[src/rtl/vc_cache.sv]
module vc_cache #(
  parameter int AW    = 12,
  parameter int IDX_W = 3,
  parameter int DW    = 32,
  parameter int VB_N  = 4
) (
  input  logic          clk,
  input  logic          rst_n,
  input  logic          req_valid,
  input  logic [AW-1:0] req_addr,
  output logic          stall,
  output logic          resp_valid,
  output logic [DW-1:0] resp_data,
  output logic          refill_req_valid,
  output logic [AW-1:0] refill_req_addr,
  input  logic          refill_resp_valid,
  input  logic [DW-1:0] refill_resp_data
);
  localparam int SETS = 1 << IDX_W;
  localparam int TW   = AW - IDX_W;
  localparam int WW   = (VB_N > 1) ? $clog2(VB_N) : 1;
  localparam logic [WW-1:0] OLDEST = WW'(VB_N - 1);

  typedef enum logic [1:0] {S_IDLE, S_CHECK, S_SWAP, S_FILL} st_t;
  st_t st;

  logic [AW-1:0] cur;
  logic [WW-1:0] hw_q;

  logic          m_v [SETS];
  logic [TW-1:0] m_t [SETS];
  logic [DW-1:0] m_d [SETS];

  logic          vb_v   [VB_N];
  logic [AW-1:0] vb_a   [VB_N];
  logic [DW-1:0] vb_d   [VB_N];
  logic [WW-1:0] vb_age [VB_N];

  wire [IDX_W-1:0] idx = cur[IDX_W-1:0];
  wire [TW-1:0]    tg  = cur[AW-1:IDX_W];
  wire main_hit = m_v[idx] && (m_t[idx] == tg);

  logic [VB_N-1:0] vb_hit, vb_old;
  for (genvar i = 0; i < VB_N; i++) begin : g_cmp
    assign vb_hit[i] = vb_v[i] && (vb_a[i] == cur);
    assign vb_old[i] = vb_v[i] && (vb_age[i] == OLDEST);
  end

  logic [WW-1:0] hit_way, free_way, lru_way, ins_way, t_way;
  logic any_free;
  always_comb begin
    hit_way = '0; free_way = '0; lru_way = '0; any_free = 1'b0;
    for (int i = VB_N - 1; i >= 0; i--) begin
      if (vb_hit[i]) hit_way = WW'(i);
      if (vb_old[i]) lru_way = WW'(i);
      if (!vb_v[i]) begin free_way = WW'(i); any_free = 1'b1; end
    end
  end
  assign ins_way = any_free ? free_way : lru_way;

  wire fill_done = (st == S_FILL) && refill_resp_valid;
  wire push      = fill_done && m_v[idx];
  wire touch     = (st == S_SWAP) || push;
  assign t_way   = (st == S_SWAP) ? hw_q : ins_way;

  always_ff @(posedge clk) begin
    if (!rst_n) begin
      st   <= S_IDLE;
      cur  <= '0;
      hw_q <= '0;
      for (int s = 0; s < SETS; s++) begin
        m_v[s] <= 1'b0; m_t[s] <= '0; m_d[s] <= '0;
      end
      for (int j = 0; j < VB_N; j++) begin
        vb_v[j] <= 1'b0; vb_a[j] <= '0; vb_d[j] <= '0; vb_age[j] <= '0;
      end
    end else begin
      case (st)
        S_IDLE: if (req_valid) begin cur <= req_addr; st <= S_CHECK; end
        S_CHECK:
          if (main_hit)     st <= S_IDLE;
          else if (|vb_hit) begin hw_q <= hit_way; st <= S_SWAP; end
          else              st <= S_FILL;
        S_SWAP: begin
          m_t[idx]   <= vb_a[hw_q][AW-1:IDX_W];
          m_d[idx]   <= vb_d[hw_q];
          vb_a[hw_q] <= {m_t[idx], idx};
          vb_d[hw_q] <= m_d[idx];
          st <= S_IDLE;
        end
        S_FILL: if (refill_resp_valid) begin
          m_v[idx] <= 1'b1;
          m_t[idx] <= tg;
          m_d[idx] <= refill_resp_data;
          if (m_v[idx]) begin
            vb_v[ins_way] <= 1'b1;
            vb_a[ins_way] <= {m_t[idx], idx};
            vb_d[ins_way] <= m_d[idx];
          end
          st <= S_IDLE;
        end
        default: st <= S_IDLE;
      endcase
      if (touch)
        for (int j = 0; j < VB_N; j++) begin
          if (WW'(j) == t_way) vb_age[j] <= '0;
          else if (vb_v[j] && (!vb_v[t_way] || vb_age[j] < vb_age[t_way]))
            vb_age[j] <= vb_age[j] + WW'(1);
        end
    end
  end

  assign stall            = (st != S_IDLE);
  assign resp_valid       = ((st == S_CHECK) && main_hit) || (st == S_SWAP) || fill_done;
  assign resp_data        = (st == S_CHECK) ? m_d[idx] :
                            (st == S_SWAP)  ? vb_d[hw_q] : refill_resp_data;
  assign refill_req_valid = (st == S_FILL);
  assign refill_req_addr  = cur;

  a_r3_single_match: assert property (@(posedge clk) disable iff (!rst_n)
    $onehot0(vb_hit));
  a_r4_swap_one_late: assert property (@(posedge clk) disable iff (!rst_n)
    (st == S_SWAP) |-> $past(st == S_CHECK) && !refill_req_valid);
  a_r6_refill_held: assert property (@(posedge clk) disable iff (!rst_n)
    refill_req_valid && !refill_resp_valid |=> refill_req_valid && $stable(refill_req_addr));
  a_r10_release: assert property (@(posedge clk) disable iff (!rst_n)
    resp_valid |=> !stall);
  a_r9_one_oldest: assert property (@(posedge clk) disable iff (!rst_n)
    !any_free |-> $countones(vb_old) == 1);
endmodule

[config.mk]
export PLATFORM = sky130hd
export DESIGN_NAME = vc_cache
export DESIGN_NICKNAME = d
export VERILOG_FILES = /design/src/rtl/vc_cache.sv
export SDC_FILE = /design/constraint.sdc
export NUM_CORES = 1
export LEC_CHECK = 0
export BUFFER_PORTS_ARGS = -buffer_cell sky130_fd_sc_hd__buf_2
export CORE_AREA = 2 2 228 230
export DETAILED_ROUTE_END_ITERATION = 10
export DIE_AREA = 0 0 230 232
export GPL_TIMING_DRIVEN = 0
export PLACE_DENSITY = 0.66
export SYNTH_ARGS = -nofsm -noshare
export SYNTH_HDL_FRONTEND = slang
export SYNTH_SLANG_ARGS = --single-unit
[constraint.sdc]
create_clock -name clk -period 10.36 [get_ports clk]
set_input_delay 2.072 -clock clk [delete_from_list [all_inputs] [get_ports clk]]
set_output_delay 2.072 -clock clk [all_outputs]
set_load 0.02 [all_outputs]
==> out/qor.yml <==
floorplan:
  rows: 83
  coreArea_sq_um: 50900
  die_area_sq_um: 53400
  die_w_um: 230
  ios: 95
  start_util_pct: 49.6
  die_h_um: 232
timing:
  postLayoutSetupSlackWorst_ps: 4150
  rsz0062_at_grt: "false"
  finalSetupViolCount: 0
  finalMaxSlewViolations: 0
  maxSlewHeadroom_pct: 31.4
  worstMarginPinSlew_ps: 1030
  layout_min_cycle_time_ps: 6210
  fmax_mhz: 161
  finalCritPeriodShare_pct: 60.0
  fin_skew_ps: 17.1
  hold_viol: 0
placement:
  placed_area_sq_um: 26900
  hpwl_mm: 47.0
  place_ws_ps: 4780
  portBuffers: 94
  dpl.cell_count: 2737
  gp_congestion: 0.919
setup_path:
  cp_common_cell: "clkbuf_1"
  reg2reg_slack_ps: 6330
  critPathMaxFanout: 10
  r2r-end: "vb_d[2][13]"
  crit_chain: "clkbuf_1 > clkbuf_1 > clkbuf_1 > mux4_2 > mux2_2 > nand2_1 > o21ai_0 > buf_2"
  crit_buf_inv: 4
  worst_setup_path_end_kind: "output pin"
  crit_path_start_kind: "flop"
  path_class: "reg -> out"
  slowest_stage: "clkbuf_1"
  cpPeakStageDelay_ps: 780
  reg2reg_depth: 11
  crit_family: "buffers and inverters"
  critical_path_arrival_ps: 4140
  cp.required_ps: 8290
pwr:
  cellPowerDensity_nw_per_um2: 178
  peakVddDrop_mv: 0.122
  p_leak_nw: 10.4
  p_total_w: 0.00512
synth:
  yosysSeqAreaShare_pct: 63.6
  ys_ff_latch: 545
  ys_warn_count: 0
  ys_async_sr_fraction_pct: 0
  synth_top_area_cell: "edfxtp_1"
  synth_ff_type: "edfxtp_1"
  synth_edf_count: 513
  synthesis.area_sq_um: 25200
  synth_fp_nets: 2002
  yosys-top-cells-area: "edfxtp_1 (61%), mux4_2 (11%), nor2_1 (7.7%), mux2i_1 (3.4%), nand2_1 (2.8%)"
  yosysTopAreaCellShare_pct: 61.0
  yosysUniqueCellTypes: 63
  syn-instance-count: 1950
  syn_area_per_cell_sq_um: 12.9
route:
  drt_iter0_markers: 1865
  drc: 0
  first_pass_iters: 6
  wl_per_cell_um: 24.7
  vias: 16900
  wl_mm: 70.3
  via_per_inst: 5.93
  ant_nets: 0
layout:
  regArea_sq_um: 16000
  final_util_pct: 56.4
  final_common_cell: "nor2_1"
  layout_common_cells: "nor2_1 (520), edfxtp_1 (513), nand2_1 (178), mux4_2 (124), buf_2 (120)"
  layoutNonFillerInstCount: 2842
  diodes: 0
  stdcell_area_sq_um: 28700
  nNetsFinal: 2168
  multi_input_area_sq_um: 8420
  syn2layout_area_growth_pct: 13.6
  drive_gt1_share_pct: 17.6
  layout.filler_cells: 4190
clock_tree:
  cts_hold_buffers: 0
  clockRootBuffer: "clkbuf_16"
  numClockSinks: 545
  post_cts_resized: 0
  worstSkewPairLatency_ps: 610
  clock_path_buffers: 3
  path_clk_slew_ps: 60
  htree_num_levels: 2
  cts_buffers: 57
  cts_setup_buffers: 0
  cts_tree: "built"
worst_hold_path:
  min-delay-start: "m_v[6]"
  worstHoldPathCells: 1
  hold_class: "reg -> reg"
  holdPathEnd: "m_v[6]"
grt:
  grt_pass1_wl_mm: 104
  grt_pass1_vias: 17000
  grt_max_degree: 46
  track_usage_pct: 26.6
  grt_antenna_before_repair: 0
  grt_overflow: 0
status:
  status: "completed"
flow_run:
  cap_violations: 0
flip-flops by register name, indices dropped and copies added (netlist names), named ones only:
name / count
m_d: 256
refill_req_addr: 12
vb_age: 8
vb_v: 4
m_v: 8
st: 2
m_t: 72
vb_a: 48
vb_d: 128
hw_q: 2
kinds of logic after synthesis:
group	share of synthesized area [%]
compound gates	2.93
fa+ha+maj	0.198
xor+xnor	1.98
buf+inv	3.31
mux	14.9
simple gates	13.2
flops	63.6
layout make-up:
type / instances / share of cell area, %
Clock inverter: 34 / 0.829
Tap cell: 680 / 2.97
Timing Repair Buffer: 107 / 2.65
Buffer: 137 / 2.14
Clock buffer: 71 / 5.33
Multi-Input combinational cell: 1209 / 29.4
Inverter: 59 / 0.772
Sequential cell: 545 / 55.9
per-stage QoR:
stage | setup TNS, ps | hold WS, ps
final | 0 | 475
after detailed placement | 0 | 457
after global routing | 0 | 482
after global placement | -19520 | 442
after CTS | 0 | 477
after floorplan | 0 | 431
worst reg2reg max path: cells and delay by family, from the launching register on:
kind | cells | cell delay [ps]
DFF | 1 | 350
and+or+nand+nor | 1 | 370
muxes | 2 | 730
buffers and inverters | 6 | 1780
AOI/OAI and AO/OA | 2 | 530
per-layer routing:
layer / vias up / track usage, % / share of wire (%)
met2: 865 / 44.5 / 49
met5: - / 0 / 0
met4: 0 / 9.29 / 2.9
met1: 8524 / 34.7 / 39
li1: 7321 / - / -
met3: 150 / 5.30 / 9.3
how the worst max path moves through the flow:
| stage | startpoint | end | slack (ps) | cells past startpoint |
|---|---|---|---|---|
| final | flop | resp_data[31] | 4150 | 8 |
| after detailed placement | flop | resp_data[31] | 4780 | 8 |
| after CTS | flop | resp_data[31] | 4120 | 8 |
| after global routing | flop | resp_data[31] | 3960 | 8 |
| after floorplan | refill_resp_valid | vb_age[2][0] | 3880 | 6 |
| after global placement | refill_resp_valid | vb_age[2][0] | -520 | 7 |
synth_stat cells, types with 3 or more instances:
| cell type | number |
|---|---|
| nor2_1 | 520 |
| edfxtp_1 | 513 |
| nand2_1 | 188 |
| mux4_2 | 124 |
| clkbuf_1 | 88 |
| mux2i_1 | 85 |
| inv_1 | 58 |
| a21oi_1 | 52 |
| xnor2_1 | 47 |
| or3_1 | 40 |
| o21ai_0 | 38 |
| dfxtp_1 | 32 |
| buf_2 | 26 |
| nand3_1 | 12 |
| buf_1 | 11 |
| xor2_1 | 10 |
| nand4_1 | 9 |
| buf_4 | 7 |
| nor3_1 | 5 |
| nor4_1 | 5 |
| a22o_1 | 4 |
| and4_1 | 4 |
| buf_6 | 4 |
| ha_1 | 4 |
| nand2b_1 | 4 |
| nor2b_1 | 4 |
| nor3b_1 | 4 |
| o21a_1 | 4 |
| o21ai_1 | 4 |
| a21o_1 | 3 |
| a2bb2oi_1 | 3 |
power by group:
part / switching (W) / total [W] / internal (W)
Sequential: 0.0000292 / 0.00252 / 0.00249
Clock: 0.000848 / 0.00196 / 0.00111
Combinational: 0.000424 / 0.000634 / 0.000210
Total: 0.00130 / 0.00512 / 0.00382
(Power assumes the default switching activity.)
